File: src/rtl/csr_bridge_pkg.sv
package csr_bridge_pkg;

    typedef enum logic [1:0] {
        ST_IDLE  = 2'd0,
        ST_BURST = 2'd1,
        ST_DONE  = 2'd2
    } seq_state_e;

    typedef enum logic {
        OP_READ  = 1'b0,
        OP_WRITE = 1'b1
    } op_kind_e;

    function automatic int ratio_shift(input int wide_w, input int narrow_w);
        return $clog2(wide_w / narrow_w);
    endfunction

    function automatic int index_width(input int ratio);
        return (ratio > 1) ? $clog2(ratio) : 1;
    endfunction

endpackage

File: src/rtl/bridge_sequencer.sv
module bridge_sequencer
    import csr_bridge_pkg::*;
#(
    parameter int RATIO = 4,
    parameter int IDX_W = 2,
    parameter int AW    = 8,
    parameter int DW    = 32
) (
    input  logic             clk,
    input  logic             rst,
    input  logic             req,
    input  logic             we,
    input  logic [AW-1:0]    addr,
    input  logic [DW-1:0]    wdata,
    output logic             active,
    output op_kind_e         op,
    output logic [IDX_W-1:0] idx,
    output logic [AW-1:0]    base_addr,
    output logic [DW-1:0]    wdata_hold,
    output logic             ack
);
    localparam logic [IDX_W-1:0] LAST_IDX = IDX_W'(RATIO - 1);

    seq_state_e       state_q;
    logic [IDX_W-1:0] idx_q;
    op_kind_e         op_q;
    logic [AW-1:0]    addr_q;
    logic [DW-1:0]    data_q;

    always_ff @(posedge clk) begin
        if (rst) begin
            state_q <= ST_IDLE;
            idx_q   <= '0;
            op_q    <= OP_READ;
            addr_q  <= '0;
            data_q  <= '0;
        end else begin
            unique case (state_q)
                ST_IDLE: begin
                    if (req) begin
                        state_q <= ST_BURST;
                        idx_q   <= '0;
                        op_q    <= we ? OP_WRITE : OP_READ;
                        addr_q  <= addr;
                        data_q  <= wdata;
                    end
                end
                ST_BURST: begin
                    if (idx_q == LAST_IDX) begin
                        state_q <= ST_DONE;
                    end else begin
                        idx_q <= idx_q + 1'b1;
                    end
                end
                default: state_q <= ST_IDLE;
            endcase
        end
    end

    assign active     = (state_q == ST_BURST);
    assign ack        = (state_q == ST_DONE);
    assign op         = op_q;
    assign idx        = idx_q;
    assign base_addr  = addr_q;
    assign wdata_hold = data_q;

    // acceptance starts a burst at chunk 0 on the next cycle
    a_r2_burst_start: assert property (@(posedge clk) disable iff (rst)
        (state_q == ST_IDLE && req) |=> (active && idx_q == '0));

    // chunk index advances by one per cycle inside the burst
    a_r2_idx_step: assert property (@(posedge clk) disable iff (rst)
        (active && idx_q != LAST_IDX) |=> (active && idx_q == $past(idx_q) + 1'b1));

    // acknowledge follows the last chunk directly
    a_r6_ack_after_last: assert property (@(posedge clk) disable iff (rst)
        (active && idx_q == LAST_IDX) |=> ack);

    // acknowledge lasts a single cycle
    a_r6_ack_pulse: assert property (@(posedge clk) disable iff (rst)
        ack |=> !ack);

    // latched request fields do not move while the burst runs
    a_r7_hold: assert property (@(posedge clk) disable iff (rst)
        active |=> ($stable(addr_q) && $stable(data_q) && $stable(op_q)));

endmodule

File: src/rtl/chunk_slicer.sv
module chunk_slicer #(
    parameter int DW    = 32,
    parameter int CW    = 8,
    parameter int RATIO = 4,
    parameter int IDX_W = 2
) (
    input  logic [DW-1:0]    word,
    input  logic [IDX_W-1:0] sel,
    output logic [CW-1:0]    chunk
);
    logic [CW-1:0] pieces [RATIO];

    for (genvar g = 0; g < RATIO; g++) begin : g_piece
        assign pieces[g] = word[g*CW +: CW];
    end

    always_comb begin
        chunk = '0;
        for (int i = 0; i < RATIO; i++) begin
            if (sel == IDX_W'(i)) chunk = pieces[i];
        end
    end
endmodule

File: src/rtl/read_gather.sv
module read_gather #(
    parameter int DW    = 32,
    parameter int CW    = 8,
    parameter int RATIO = 4,
    parameter int IDX_W = 2
) (
    input  logic             clk,
    input  logic             rst,
    input  logic             cap_en,
    input  logic [IDX_W-1:0] cap_idx,
    input  logic [CW-1:0]    bus_data,
    input  logic             present,
    output logic [DW-1:0]    word
);
    logic [CW-1:0] chunks [RATIO];

    for (genvar g = 0; g < RATIO; g++) begin : g_chunk
        if (g < RATIO - 1) begin : g_held
            logic [CW-1:0] hold_q;
            always_ff @(posedge clk) begin
                if (rst) begin
                    hold_q <= '0;
                end else if (cap_en && cap_idx == IDX_W'(g)) begin
                    hold_q <= bus_data;
                end
            end
            assign chunks[g] = hold_q;
        end else begin : g_live
            assign chunks[g] = bus_data;
        end
    end

    always_comb begin
        word = '0;
        if (present) begin
            for (int i = 0; i < RATIO; i++) begin
                word[i*CW +: CW] = chunks[i];
            end
        end
    end
endmodule

File: src/rtl/csr_width_bridge.sv
module csr_width_bridge
    import csr_bridge_pkg::*;
#(
    parameter int CPU_DW = 32,
    parameter int CSR_DW = 8,
    parameter int CPU_AW = 8,
    localparam int RATIO  = CPU_DW / CSR_DW,
    localparam int SHIFT  = ratio_shift(CPU_DW, CSR_DW),
    localparam int IDX_W  = index_width(CPU_DW / CSR_DW),
    localparam int CSR_AW = CPU_AW + SHIFT
) (
    input  logic              clk,
    input  logic              rst,
    input  logic              cpu_req,
    input  logic              cpu_we,
    input  logic [CPU_AW-1:0] cpu_addr,
    input  logic [CPU_DW-1:0] cpu_wdata,
    output logic              cpu_ack,
    output logic [CPU_DW-1:0] cpu_rdata,
    output logic [CSR_AW-1:0] csr_addr,
    output logic              csr_r_stb,
    input  logic [CSR_DW-1:0] csr_r_data,
    output logic              csr_w_stb,
    output logic [CSR_DW-1:0] csr_w_data
);
    localparam logic [IDX_W-1:0] LAST_IDX = IDX_W'(RATIO - 1);

    logic              active;
    op_kind_e          op;
    logic [IDX_W-1:0]  idx;
    logic [CPU_AW-1:0] base_addr;
    logic [CPU_DW-1:0] wdata_hold;
    logic [CSR_DW-1:0] wr_chunk;
    logic              cap_en;
    logic [IDX_W-1:0]  cap_idx;
    logic              rd_present;

    bridge_sequencer #(
        .RATIO(RATIO), .IDX_W(IDX_W), .AW(CPU_AW), .DW(CPU_DW)
    ) seq_i (
        .clk(clk), .rst(rst),
        .req(cpu_req), .we(cpu_we), .addr(cpu_addr), .wdata(cpu_wdata),
        .active(active), .op(op), .idx(idx),
        .base_addr(base_addr), .wdata_hold(wdata_hold), .ack(cpu_ack)
    );

    chunk_slicer #(
        .DW(CPU_DW), .CW(CSR_DW), .RATIO(RATIO), .IDX_W(IDX_W)
    ) slice_i (
        .word(wdata_hold), .sel(idx), .chunk(wr_chunk)
    );

    // chunk idx-1 was strobed last cycle, so its data is on the bus now
    assign cap_en     = active && (op == OP_READ) && (idx != '0);
    assign cap_idx    = idx - 1'b1;
    assign rd_present = cpu_ack && (op == OP_READ);

    read_gather #(
        .DW(CPU_DW), .CW(CSR_DW), .RATIO(RATIO), .IDX_W(IDX_W)
    ) gather_i (
        .clk(clk), .rst(rst),
        .cap_en(cap_en), .cap_idx(cap_idx), .bus_data(csr_r_data),
        .present(rd_present), .word(cpu_rdata)
    );

    assign csr_addr   = (CSR_AW'(base_addr) << SHIFT) | CSR_AW'(idx);
    assign csr_r_stb  = active && (op == OP_READ);
    assign csr_w_stb  = active && (op == OP_WRITE);
    assign csr_w_data = csr_w_stb ? wr_chunk : '0;

    // the two strobes are mutually exclusive
    a_r8_exclusive: assert property (@(posedge clk) disable iff (rst)
        !(csr_r_stb && csr_w_stb));

    // no strobe during the acknowledge cycle
    a_r8_quiet_on_ack: assert property (@(posedge clk) disable iff (rst)
        cpu_ack |-> (!csr_r_stb && !csr_w_stb));

    // chunk addresses ascend by one within a burst
    a_r3_addr_step: assert property (@(posedge clk) disable iff (rst)
        ((csr_r_stb || csr_w_stb) && idx != LAST_IDX)
            |=> ((csr_r_stb || csr_w_stb) && csr_addr == $past(csr_addr) + 1'b1));

    // read data only shows up together with an acknowledge
    a_r9_rdata_gated: assert property (@(posedge clk) disable iff (rst)
        !cpu_ack |-> (cpu_rdata == '0));

endmodule

File: config.mk
export PLATFORM = sky130hd
export DESIGN_NAME = csr_width_bridge
export DESIGN_NICKNAME = d
export VERILOG_FILES = /design/src/rtl/csr_bridge_pkg.sv /design/src/rtl/bridge_sequencer.sv /design/src/rtl/chunk_slicer.sv /design/src/rtl/read_gather.sv /design/src/rtl/csr_width_bridge.sv
export SDC_FILE = /design/constraint.sdc
export NUM_CORES = 1
export LEC_CHECK = 0
export BUFFER_PORTS_ARGS = -buffer_cell sky130_fd_sc_hd__clkbuf_2
export CAP_MARGIN = 20
export CORE_ASPECT_RATIO = 0.8
export CORE_MARGIN = 1.5
export CORE_UTILIZATION = 40
export CTS_BUF_LIST = sky130_fd_sc_hd__clkbuf_16
export DETAILED_ROUTE_END_ITERATION = 12
export PLACE_DENSITY = 0.66
export REMOVE_ABC_BUFFERS = 1
export SLEW_MARGIN = 20
export SYNTH_ARGS = -nofsm -noshare
export SYNTH_HDL_FRONTEND = slang
export SYNTH_HIERARCHICAL = 1
export SYNTH_SLANG_ARGS = --single-unit
File: constraint.sdc
create_clock -name clk -period 2.3 [get_ports clk]
set_clock_uncertainty 0.2 [all_clocks]
set_input_delay 0.23 -clock clk [delete_from_list [all_inputs] [get_ports clk]]
set_output_delay 0.23 -clock clk [all_outputs]
set_load 0.005 [all_outputs]
==> impl_metrics.json, run 1 <==
{
  "dpl.hpwl_um": 4840,
  "htree_levels": 3,
  "synth_area_leader_cell": "dfxtp_1",
  "gp_congestion": 0.729,
  "power_switching_w": 0.000616,
  "worstPathArrival_ps": 1690,
  "ys_warn_count": 6,
  "synth_edf_count": 0,
  "port-buffer-count": 104,
  "worst-endpoint-required_ps": 1870,
  "powerDensity_mw_per_mm2": 629,
  "vias_per_cell": 4.67,
  "synth_ff_type": "dfxtp_1",
  "worstSetupPathType": "flip-flop to primary output",
  "cp_num_buf_inv": 1,
  "grt_pass1_wl_um": 11700,
  "final_cell_mix": "clkbuf_2 (104), nand2_1 (82), dfxtp_1 (69), a21oi_1 (42), dlygate4sd3_1 (41)",
  "grt_pass1_vias": 2542,
  "rows": 28,
  "grt-ovfl-total": 0,
  "fmax_ghz": 0.472,
  "die_width_um": 102,
  "initial_core_util_pct": 41.9,
  "rsz0062_at_grt": "false",
  "postSynthAreaPerCell_um2": 9.02,
  "outcome": "complete, no violations",
  "layout-drive-gt1-share_pct": 28.5,
  "drt_iter0_drc": 72,
  "ctsRootBufferMaster": "clkbuf_16",
  "m1WireLength_um": 3450,
  "insertedDiodeCount": 0,
  "postRouteWirelength_um": 7470,
  "cts_setup_buffers": 0,
  "fin_crit_sh_pct": 92.1,
  "grt_usage_pct": 17.9,
  "synth_area_mm2": 0.00314,
  "cp_slowest_cell": "dfxtp_1",
  "switching_share_pct": 22.5,
  "io_pins": 105,
  "hold_viol": 0,
  "final-max-slew-violation-count": 0,
  "holdWs_ps": 28.2,
  "setup_viol": 0,
  "fin_nets": 539,
  "route.met3.wl_um": 309,
  "crit_path_max_incr_delay_ps": 600,
  "ant_nets": 0,
  "hold_path_class": "input port to flip-flop",
  "seqPwrFrac_pct": 46.6,
  "ys_seq_area_share_pct": 44.0,
  "crit_cells": 3,
  "antenna_found_initial": 0,
  "fp.dieH_um": 82.2,
  "crit_family": "simple AND/OR/NAND/NOR gates",
  "yosysUniqueCellTypes": 30,
  "post-place-ws_ps": 365,
  "startpoint_type": "flip-flop",
  "cts_buffers": 9,
  "combPwrFrac_pct": 11.8,
  "grt_max_degree": 45,
  "setup_tns_ps": 0,
  "cts_tree": "done",
  "end_kind": "primary output",
  "synthTopCellsByArea": "dfxtp_1 (44%), nand2_1 (9.8%), mux2i_1 (7.7%)",
  "wl_per_cell_um": 12.6,
  "worstMarginPinSlew_ps": 586,
  "power_w": 0.00274,
  "cts.clk_slew.worst_paths_ps": 50,
  "mostFrequentLayoutCell": "clkbuf_2",
  "wl_met2_um": 3610,
  "netlist_instances": 348,
  "intPower_w": 0.00212,
  "dieArea_mm2": 0.00839,
  "routed.top_layer": "met4",
  "peakVddDrop_uv": 385,
  "async_reset_ff_share_pct": 0,
  "clk_latency_ps": 310,
  "vias": 2772,
  "min_path_cells": 3,
  "pwr-share-clk_pct": 41.6,
  "synth.top_cell.area_share_pct": 44.0,
  "r2r_cells": 5,
  "crit_chain": "and2b_2 -> and2_1 -> clkbuf_2",
  "clock_sinks": 69,
  "final_core_util_pct": 58.1,
  "core-area_mm2": 0.00750,
  "area_delta_synth_final_pct": 38.7,
  "cp_max_fo": 32,
  "clockBufferDepth": 2,
  "drc": 0,
  "dr.pass1.iters": 5,
  "max_cap_viol_count": 0,
  "ys_seq_elements": 69,
  "slew_headroom_pct": 60.8,
  "leakage_nw": 2.02,
  "finalWorstSetupSlack_ps": 183,
  "layout_min_cycle_time_ps": 2120
}
[worst min-delay path, stage by stage]
cell,delay [ps]
clkbuf_2,90
nand2b_1,100
mux2i_1,70
[kinds of logic (layout without fill, tap and decap cells)]
family | after synthesis | after routing | share of synthesized area [%]
and+or+nand+nor | 171 | 171 | 28.8
DFF | 69 | 69 | 44.0
AOI/OAI and AO/OA | 44 | 44 | 7.13
muxes | 32 | 32 | 13.4
buffers and inverters | 30 | 170 | 5.90
adders and majority gates | 2 | 2 | 0.797
[through the flow]
stage / cell area (µm²) / instances
finish: 4350 / 593
global route: 4350 / 593
CTS: 4350 / 593
detailed placement: 3700 / 538
global placement: 3700 / 538
floorplan: 2970 / 321
[flip-flops by register name, indices dropped and copies added, names as in the netlist]
name,cells
seq_i/op,1
gather_i/g_chunk.g_held.hold_q,24
seq_i/wdata_hold,32
seq_i/state_q,2
seq_i/idx,2
seq_i/base_addr,8
[layer usage]
layer	vias to the layer above	track usage, %
met5	-	0
li1	1417	-
met1	1278	22.8
met2	69	29.8
met4	0	6.16
met3	8	4.63
[cells in the mapped netlist, types with 2 or more instances]
| cell | n |
|---|---|
| ha_1 | 2 |
| and3_1 | 8 |
| mux2i_1 | 24 |
| or3b_1 | 2 |
| nand2_1 | 82 |
| a21oi_1 | 42 |
| dfxtp_1 | 69 |
| inv_1 | 3 |
| clkbuf_1 | 11 |
| nor3b_2 | 2 |
| buf_6 | 8 |
| nand2b_1 | 33 |
| mux4_2 | 8 |
| buf_2 | 6 |
| and2b_2 | 2 |
| and2_1 | 32 |
[area by class of cell]
class | instances | area (µm²)
Fill cell | 724 | 3140
Clock inverter | 5 | 21.3
Clock buffer | 9 | 225
Tap cell | 105 | 131
Sequential cell | 69 | 1380
Multi-Input combinational cell | 249 | 1580
Inverter | 3 | 11.3
Timing Repair Buffer | 153 | 1000
[final timing paths]
kind / start / end / slack (ps)
setup / recovery: seq_i/op / cpu_rdata[3] / 180
hold / removal: csr_r_data[6] / gather_i/g_chunk[2].g_held.hold_q[6] / 30
setup reg to reg: seq_i/idx[0] / gather_i/g_chunk[0].g_held.hold_q[3] / 370
hold reg to reg: seq_i/wdata_hold[16] / seq_i/wdata_hold[16] / 250
[what timing repair did]
action | CTS | global route
resized for setup | 0 | 0
hold buffers | 41 | 0
endpoints found under the hold margin | 41 | 0
[power by group through the flow]
| stage | logic, W | registers, W | clock network (W) |
|---|---|---|---|
| 5_1_grt | 0.000357 | 0.00128 | 0.00124 |
| 3_5_place_dp | 0.000270 | 0.00130 | 0 |
| 4_1_cts | 0.000324 | 0.00127 | 0.00118 |
| 3_3_place_gp | 0.000265 | 0.00130 | 0 |
| 2_1_floorplan | 0.000136 | 0.00130 | 0 |
| 6_report | 0.000323 | 0.00128 | 0.00114 |
(Power assumes the default switching activity.)
==> run 2, diff against run 1 <==
--- a/config.mk
+++ b/config.mk
@@ -7,7 +7,6 @@
 export LEC_CHECK = 0
 export BUFFER_PORTS_ARGS = -buffer_cell sky130_fd_sc_hd__clkbuf_2
 export CAP_MARGIN = 20
-export CORE_ASPECT_RATIO = 0.8
 export CORE_MARGIN = 1.5
 export CORE_UTILIZATION = 40
 export CTS_BUF_LIST = sky130_fd_sc_hd__clkbuf_16
==> run 2 against run 1 <==
Net effect: clock-buffer cell count did not move; clock power rose by 14%; worst hold slack got worse by 1.6 ps; cell count did not move; utilization fell by 0.57 points; total power rose by 6.0%; worst setup slack got worse by 72 ps; flip-flop and latch count did not move; register-to-register slack got worse by 120 ps.
==> impl_metrics.json, run 2 (same netlist as run 1, synthesis figures left out) <==
{
  "postRouteWirelength_um": 7340,
  "rsz0062_at_grt": "false",
  "slew_headroom_pct": 67.9,
  "whs_endpoint": "gather_i/g_chunk[1].g_held.hold_q[5]",
  "worstMarginPinSlew_ps": 481,
  "hold_viol": 0,
  "io_pins": 105,
  "startpoint_type": "flip-flop",
  "grt_pass1_wl_um": 12600,
  "vias_per_cell": 4.65,
  "hold_path_class": "input port to flip-flop",
  "mostFrequentLayoutCell": "clkbuf_2",
  "ant_nets": 0,
  "dpl.hpwl_um": 4670,
  "port-buffer-count": 104,
  "fin_nets": 540,
  "drc": 0,
  "htree_levels": 3,
  "multiInputGateArea_mm2": 0.00158,
  "holdWs_ps": 26.5,
  "fillers": 705,
  "outcome": "complete, no violations",
  "clk_latency_ps": 320,
  "place_area_mm2": 0.00370,
  "r2r_cells": 5,
  "final-max-slew-violation-count": 0,
  "grt_pass1_vias": 2651,
  "worstSetupPathType": "flip-flop to primary output",
  "worstPathArrival_ps": 1760,
  "drt_iter0_drc": 94,
  "r2r_setup_slack_ps": 250,
  "rows": 32,
  "layout_min_cycle_time_ps": 2190,
  "powerDensity_mw_per_mm2": 659,
  "peakVddDrop_uv": 483,
  "min_path_cells": 3,
  "max_cap_viol_count": 0,
  "final_cell_mix": "clkbuf_2 (104), nand2_1 (82), dfxtp_1 (69), a21oi_1 (42), dlygate4sd3_1 (41)",
  "core-area_mm2": 0.00765,
  "setup_viol": 0,
  "antenna_found_initial": 0,
  "cts.clk_slew.worst_paths_ps": 50,
  "cts_tree": "done",
  "largest_register_ffs": 32,
  "wl_per_cell_um": 12.4,
  "r2r_end": "gather_i/g_chunk[0].g_held.hold_q[5]",
  "ctsRootBufferMaster": "clkbuf_16",
  "worst-endpoint-required_ps": 1870,
  "design_area_mm2": 0.00440,
  "initial_core_util_pct": 41.1,
  "grt_max_degree": 45,
  "end_kind": "primary output",
  "regArea_mm2": 0.00138,
  "clockBufferDepth": 2,
  "grt-ovfl-total": 0,
  "fin_crit_sh_pct": 95.2,
  "rr_startpoint": "seq_i/idx[0]",
  "min_from": "csr_r_data[5]",
  "layout-drive-gt1-share_pct": 29.1,
  "area_delta_synth_final_pct": 40.1,
  "fp.dieH_um": 91.6,
  "cts_setup_buffers": 0,
  "leakage_nw": 2.05,
  "grt_usage_pct": 18.8,
  "gp_congestion": 0.719,
  "fmax_ghz": 0.457,
  "cp_max_fo": 10,
  "cts_buffers": 9,
  "setup_tns_ps": 0,
  "dr.pass1.iters": 4,
  "final_core_util_pct": 57.5,
  "vias": 2758,
  "die_width_um": 91.6,
  "clock_sinks": 69,
  "power_w": 0.00290,
  "insertedDiodeCount": 0,
  "dieArea_mm2": 0.00839
}
-- run 2: power breakdown --
| group | internal [W] | switching, W | total, W |
|---|---|---|---|
| Combinational | 0.000174 | 0.000147 | 0.000322 |
| Sequential | 0.00125 | 0.0000291 | 0.00127 |
| Clock | 0.000822 | 0.000480 | 0.00130 |
| Total | 0.00224 | 0.000657 | 0.00290 |
-- run 2: cell type report --
class	instances	area share [%]
clock buffers	9	5.12
well taps	102	2.90
flip-flops and latches	69	31.4
clock inverters	7	1.31
multi-input cells	249	35.9
repair buffers	154	23.1
inverters	3	0.256
-- run 2: worst max-delay path by stage --
stage                                                 endpoint  slack (ps)    startpoint  cells after the start
after global routing                             csr_w_data[3]          10  seq_i/idx[0]                      4
after detailed placement  gather_i/g_chunk[0].g_held.hold_q[6]         250  seq_i/idx[0]                      5
after global placement    gather_i/g_chunk[0].g_held.hold_q[4]         300  seq_i/idx[0]                      5
final                                            csr_w_data[2]         110  seq_i/idx[0]                      4
after floorplan           gather_i/g_chunk[0].g_held.hold_q[0]          70  seq_i/idx[0]                      5
after CTS                                        csr_w_data[2]          30  seq_i/idx[0]                      4
-- run 2: worst max-delay path, cell delays in order (launching register included) --
cell and delay [ps]:
dfxtp_1 430, buf_6 210, mux4_2 500, and3_1 200
clkbuf_2 110
-- run 2: timing repair --
action | 4_1_cts | 5_1_grt
endpoints found under the hold margin | 41 | 0
endpoints found under the setup margin | 0 | 6
gates resized for setup | 0 | 1
hold buffers | 41 | 0
-- run 2: stage by stage --
step                      std cells  worst slack (ps)
after CTS                       593              33.8
final                           593               110
after floorplan                 321              67.0
after global routing            593              10.1
after detailed placement        536               251
after global placement          536               295
-- run 2: per-layer routing --
metal,routed length (µm),part of all wire [%],GRT usage [%]
met1,3310,45,22.8
met2,3470,47,32.2
met3,481,6.6,5.36
met4,84,1.1,5.86
met5,0,0,0
==> run 3, diff against run 2 <==
--- a/config.mk
+++ b/config.mk
@@ -6,7 +6,6 @@
 export NUM_CORES = 1
 export LEC_CHECK = 0
 export BUFFER_PORTS_ARGS = -buffer_cell sky130_fd_sc_hd__clkbuf_2
-export CAP_MARGIN = 20
 export CORE_MARGIN = 1.5
 export CORE_UTILIZATION = 40
 export CTS_BUF_LIST = sky130_fd_sc_hd__clkbuf_16
@@ -16,5 +15,4 @@
 export SLEW_MARGIN = 20
 export SYNTH_ARGS = -nofsm -noshare
 export SYNTH_HDL_FRONTEND = slang
-export SYNTH_HIERARCHICAL = 1
 export SYNTH_SLANG_ARGS = --single-unit
==> run 3 against run 2 <==
Net effect: die area rose by 2.0%; total power barely moved; maximum frequency barely moved; wire length rose by 8.1%; synthesized cell count rose by 8.3%; cell area rose by 2.1%; largest cell class unchanged.
==> impl_metrics.json, run 3 <==
{
  "regArea_mm2": 0.00138,
  "grt_pass1_vias": 2886,
  "fmax_ghz": 0.456,
  "clockBufferDepth": 2,
  "grt-ovfl-total": 0,
  "finalWorstSetupSlack_ps": 109,
  "gp_congestion": 0.798,
  "fillers": 714,
  "initial_core_util_pct": 41.5,
  "yosys.area_share.adder_pct": 2.73,
  "synthTopCellsByArea": "dfxtp_1 (43%), nand2_1 (11%), nand2b_1 (8.0%)",
  "worst-endpoint-required_ps": 1870,
  "htree_levels": 3,
  "peakVddDrop_uv": 407,
  "synth_common_cells": "nand2_1 (92), dfxtp_1 (69), a21oi_1 (50)",
  "dpl.hpwl_um": 5020,
  "drc": 0,
  "rr_startpoint": "seq_i.idx[0]",
  "worstPathArrival_ps": 1760,
  "synth_xor_area_share_pct": 0,
  "fp.dieH_um": 92.5,
  "synth_ff_type": "dfxtp_1",
  "r2r_end": "gather_i.g_chunk[1].g_held.hold_q[2]",
  "vias": 3013,
  "fin_nets": 572,
  "max_cap_viol_count": 0,
  "area_delta_synth_final_pct": 40.0,
  "hold_path_class": "input port to flip-flop",
  "final-max-slew-violation-count": 0,
  "grt_usage_pct": 19.5,
  "synthMuxAreaShare_pct": 7.49,
  "cp_max_fo": 8,
  "clock_sinks": 69,
  "r2r_cells": 5,
  "io_pins": 105,
  "outcome": "complete, no violations",
  "design_area_mm2": 0.00449,
  "core-area_mm2": 0.00773,
  "synth_area_mm2": 0.00321,
  "port-buffer-count": 104,
  "dieArea_mm2": 0.00856,
  "leakage_nw": 2.04,
  "startpoint_type": "flip-flop",
  "ys_seq_elements": 69,
  "multiInputGateArea_mm2": 0.00171,
  "crit_chain": "inv_2 -> ha_2 -> buf_4 -> nand2_1 -> o21ai_0 -> a32o_1 -> clkbuf_2",
  "cts.clk_slew.worst_paths_ps": 60,
  "grt_max_degree": 47,
  "cts_tree": "done",
  "power_w": 0.00290,
  "postRouteWirelength_um": 7940,
  "setup_viol": 0,
  "ys_seq_area_share_pct": 43.1,
  "min_path_cells": 3,
  "synth-compound-area-share_pct": 12.1,
  "netlist_instances": 377,
  "async_reset_ff_share_pct": 0,
  "end_kind": "primary output",
  "synth.top_cell.area_share_pct": 43.1,
  "synth_top_family_by_area": "simple AND/OR/NAND/NOR gates",
  "worstSetupPathType": "flip-flop to primary output",
  "grt_pass1_wl_um": 13300,
  "layout_min_cycle_time_ps": 2190,
  "vias_per_cell": 4.86,
  "dr.pass1.iters": 4,
  "yosysMostFrequentCell": "nand2_1",
  "ant_nets": 0,
  "whs_endpoint": "gather_i.g_chunk[2].g_held.hold_q[2]",
  "instances_no_fill": 620,
  "place_area_mm2": 0.00378,
  "min_from": "csr_r_data[2]",
  "hold_viol": 0,
  "crit_path_max_incr_delay_ps": 350,
  "powerDensity_mw_per_mm2": 646,
  "antenna_found_initial": 0,
  "post-place-ws_ps": 170,
  "slew_headroom_pct": 52.0,
  "drt_iter0_drc": 90,
  "r2r_setup_slack_ps": 390,
  "layout-drive-gt1-share_pct": 30.9,
  "wl_per_cell_um": 12.8,
  "mostFrequentLayoutCell": "clkbuf_2",
  "synth_area_leader_cell": "dfxtp_1",
  "setup_tns_ps": 0,
  "cp_slowest_cell": "dfxtp_2",
  "dp.cells": 563,
  "ys_warn_count": 0,
  "synth_edf_count": 0,
  "die_width_um": 92.5,
  "yosysUniqueCellTypes": 28,
  "rows": 32,
  "clk_latency_ps": 320,
  "rsz0062_at_grt": "false",
  "ctsRootBufferMaster": "clkbuf_16",
  "worstMarginPinSlew_ps": 720,
  "cts_buffers": 9,
  "final_cell_mix": "clkbuf_2 (104), nand2_1 (92), dfxtp_1 (67), a21oi_1 (50)",
  "insertedDiodeCount": 0,
  "synthSimpleGateAreaFrac_pct": 30.6,
  "postSynthAreaPerCell_um2": 8.50,
  "largest_register_ffs": 32,
  "fin_crit_sh_pct": 95.2
}
-- run 3: cell count changes after synthesis, sizes merged, moves of 8 or more --
cell	previous run	this run
mux4	8	0
nand2	82	94
a32o	0	8
nand2b	33	41
and3	8	0
-- run 3: area by class of cell --
class	count	area share, %
inverters	2	0.167
flip-flops and latches	69	30.8
multi-input cells	280	38.1
repair buffers	151	21.7
clock inverters	7	1.31
well taps	102	2.84
clock buffers	9	5.02
-- run 3: through the flow --
step | util, % | hold slack [ps]
2_1_floorplan | - | 99.1
3_3_place_gp | 48.9 | 240
3_5_place_dp | 48.9 | 244
4_1_cts | 58.0 | 16.9
5_1_grt | 58.1 | 39.5
6_report | 58.1 | 23.1
-- run 3: cell families after synthesis --
family,count (synthesis)
DFF,69
buffers and inverters,28
and+or+nand+nor,181
muxes,24
adders and majority gates,7
AOI/OAI and AO/OA,68
-- run 3: worst max-delay path, delay by kind of cell (launching register included) --
family	cells	cell delay, ps
and+or+nand+nor	1	60
AOI/OAI and AO/OA	2	410
DFF	1	350
adders and majority gates	1	220
buffers and inverters	3	400
-- run 3: how the worst max path moves through the flow --
stage                     start            endpoint  slack (ps)  depth (start not counted)
6_report           seq_i.idx[0]       csr_w_data[5]         110                          7
5_1_grt            seq_i.idx[1]       csr_w_data[7]          20                          6
4_1_cts        seq_i.state_q[0]       csr_w_data[6]          50                          4
3_5_place_dp       seq_i.idx[0]       csr_w_data[7]         170                          6
3_3_place_gp       seq_i.idx[0]       csr_w_data[0]         260                          6
2_1_floorplan  seq_i.state_q[1]  seq_i.base_addr[0]         190                          3
-- run 3: repair_timing --
action | 4_1_cts | 5_1_grt
hold endpoints to repair | 41 | 0
setup buffers | 0 | 0
gates cloned | 0 | 0
gates resized for setup | 5 | 5
setup endpoints to repair | 8 | 36
hold buffers | 41 | 0
-- run 3: power breakdown --
part | total (W) | leakage (nW) | switching, W | internal, W
combinational | 0.000324 | 1.33 | 0.000162 | 0.000162
sequential | 0.00128 | 0.564 | 0.0000319 | 0.00125
clock | 0.00130 | 0.145 | 0.000478 | 0.000822
total | 0.00290 | 2.04 | 0.000672 | 0.00223
-- run 3: routing by layer --
metal	track usage (%)	vias up	routed length, µm
met5	0	-	0
met4	8.97	0	144
met3	3.94	13	464
met2	32.1	96	3700
met1	24.4	1395	3630
li1	-	1509	-
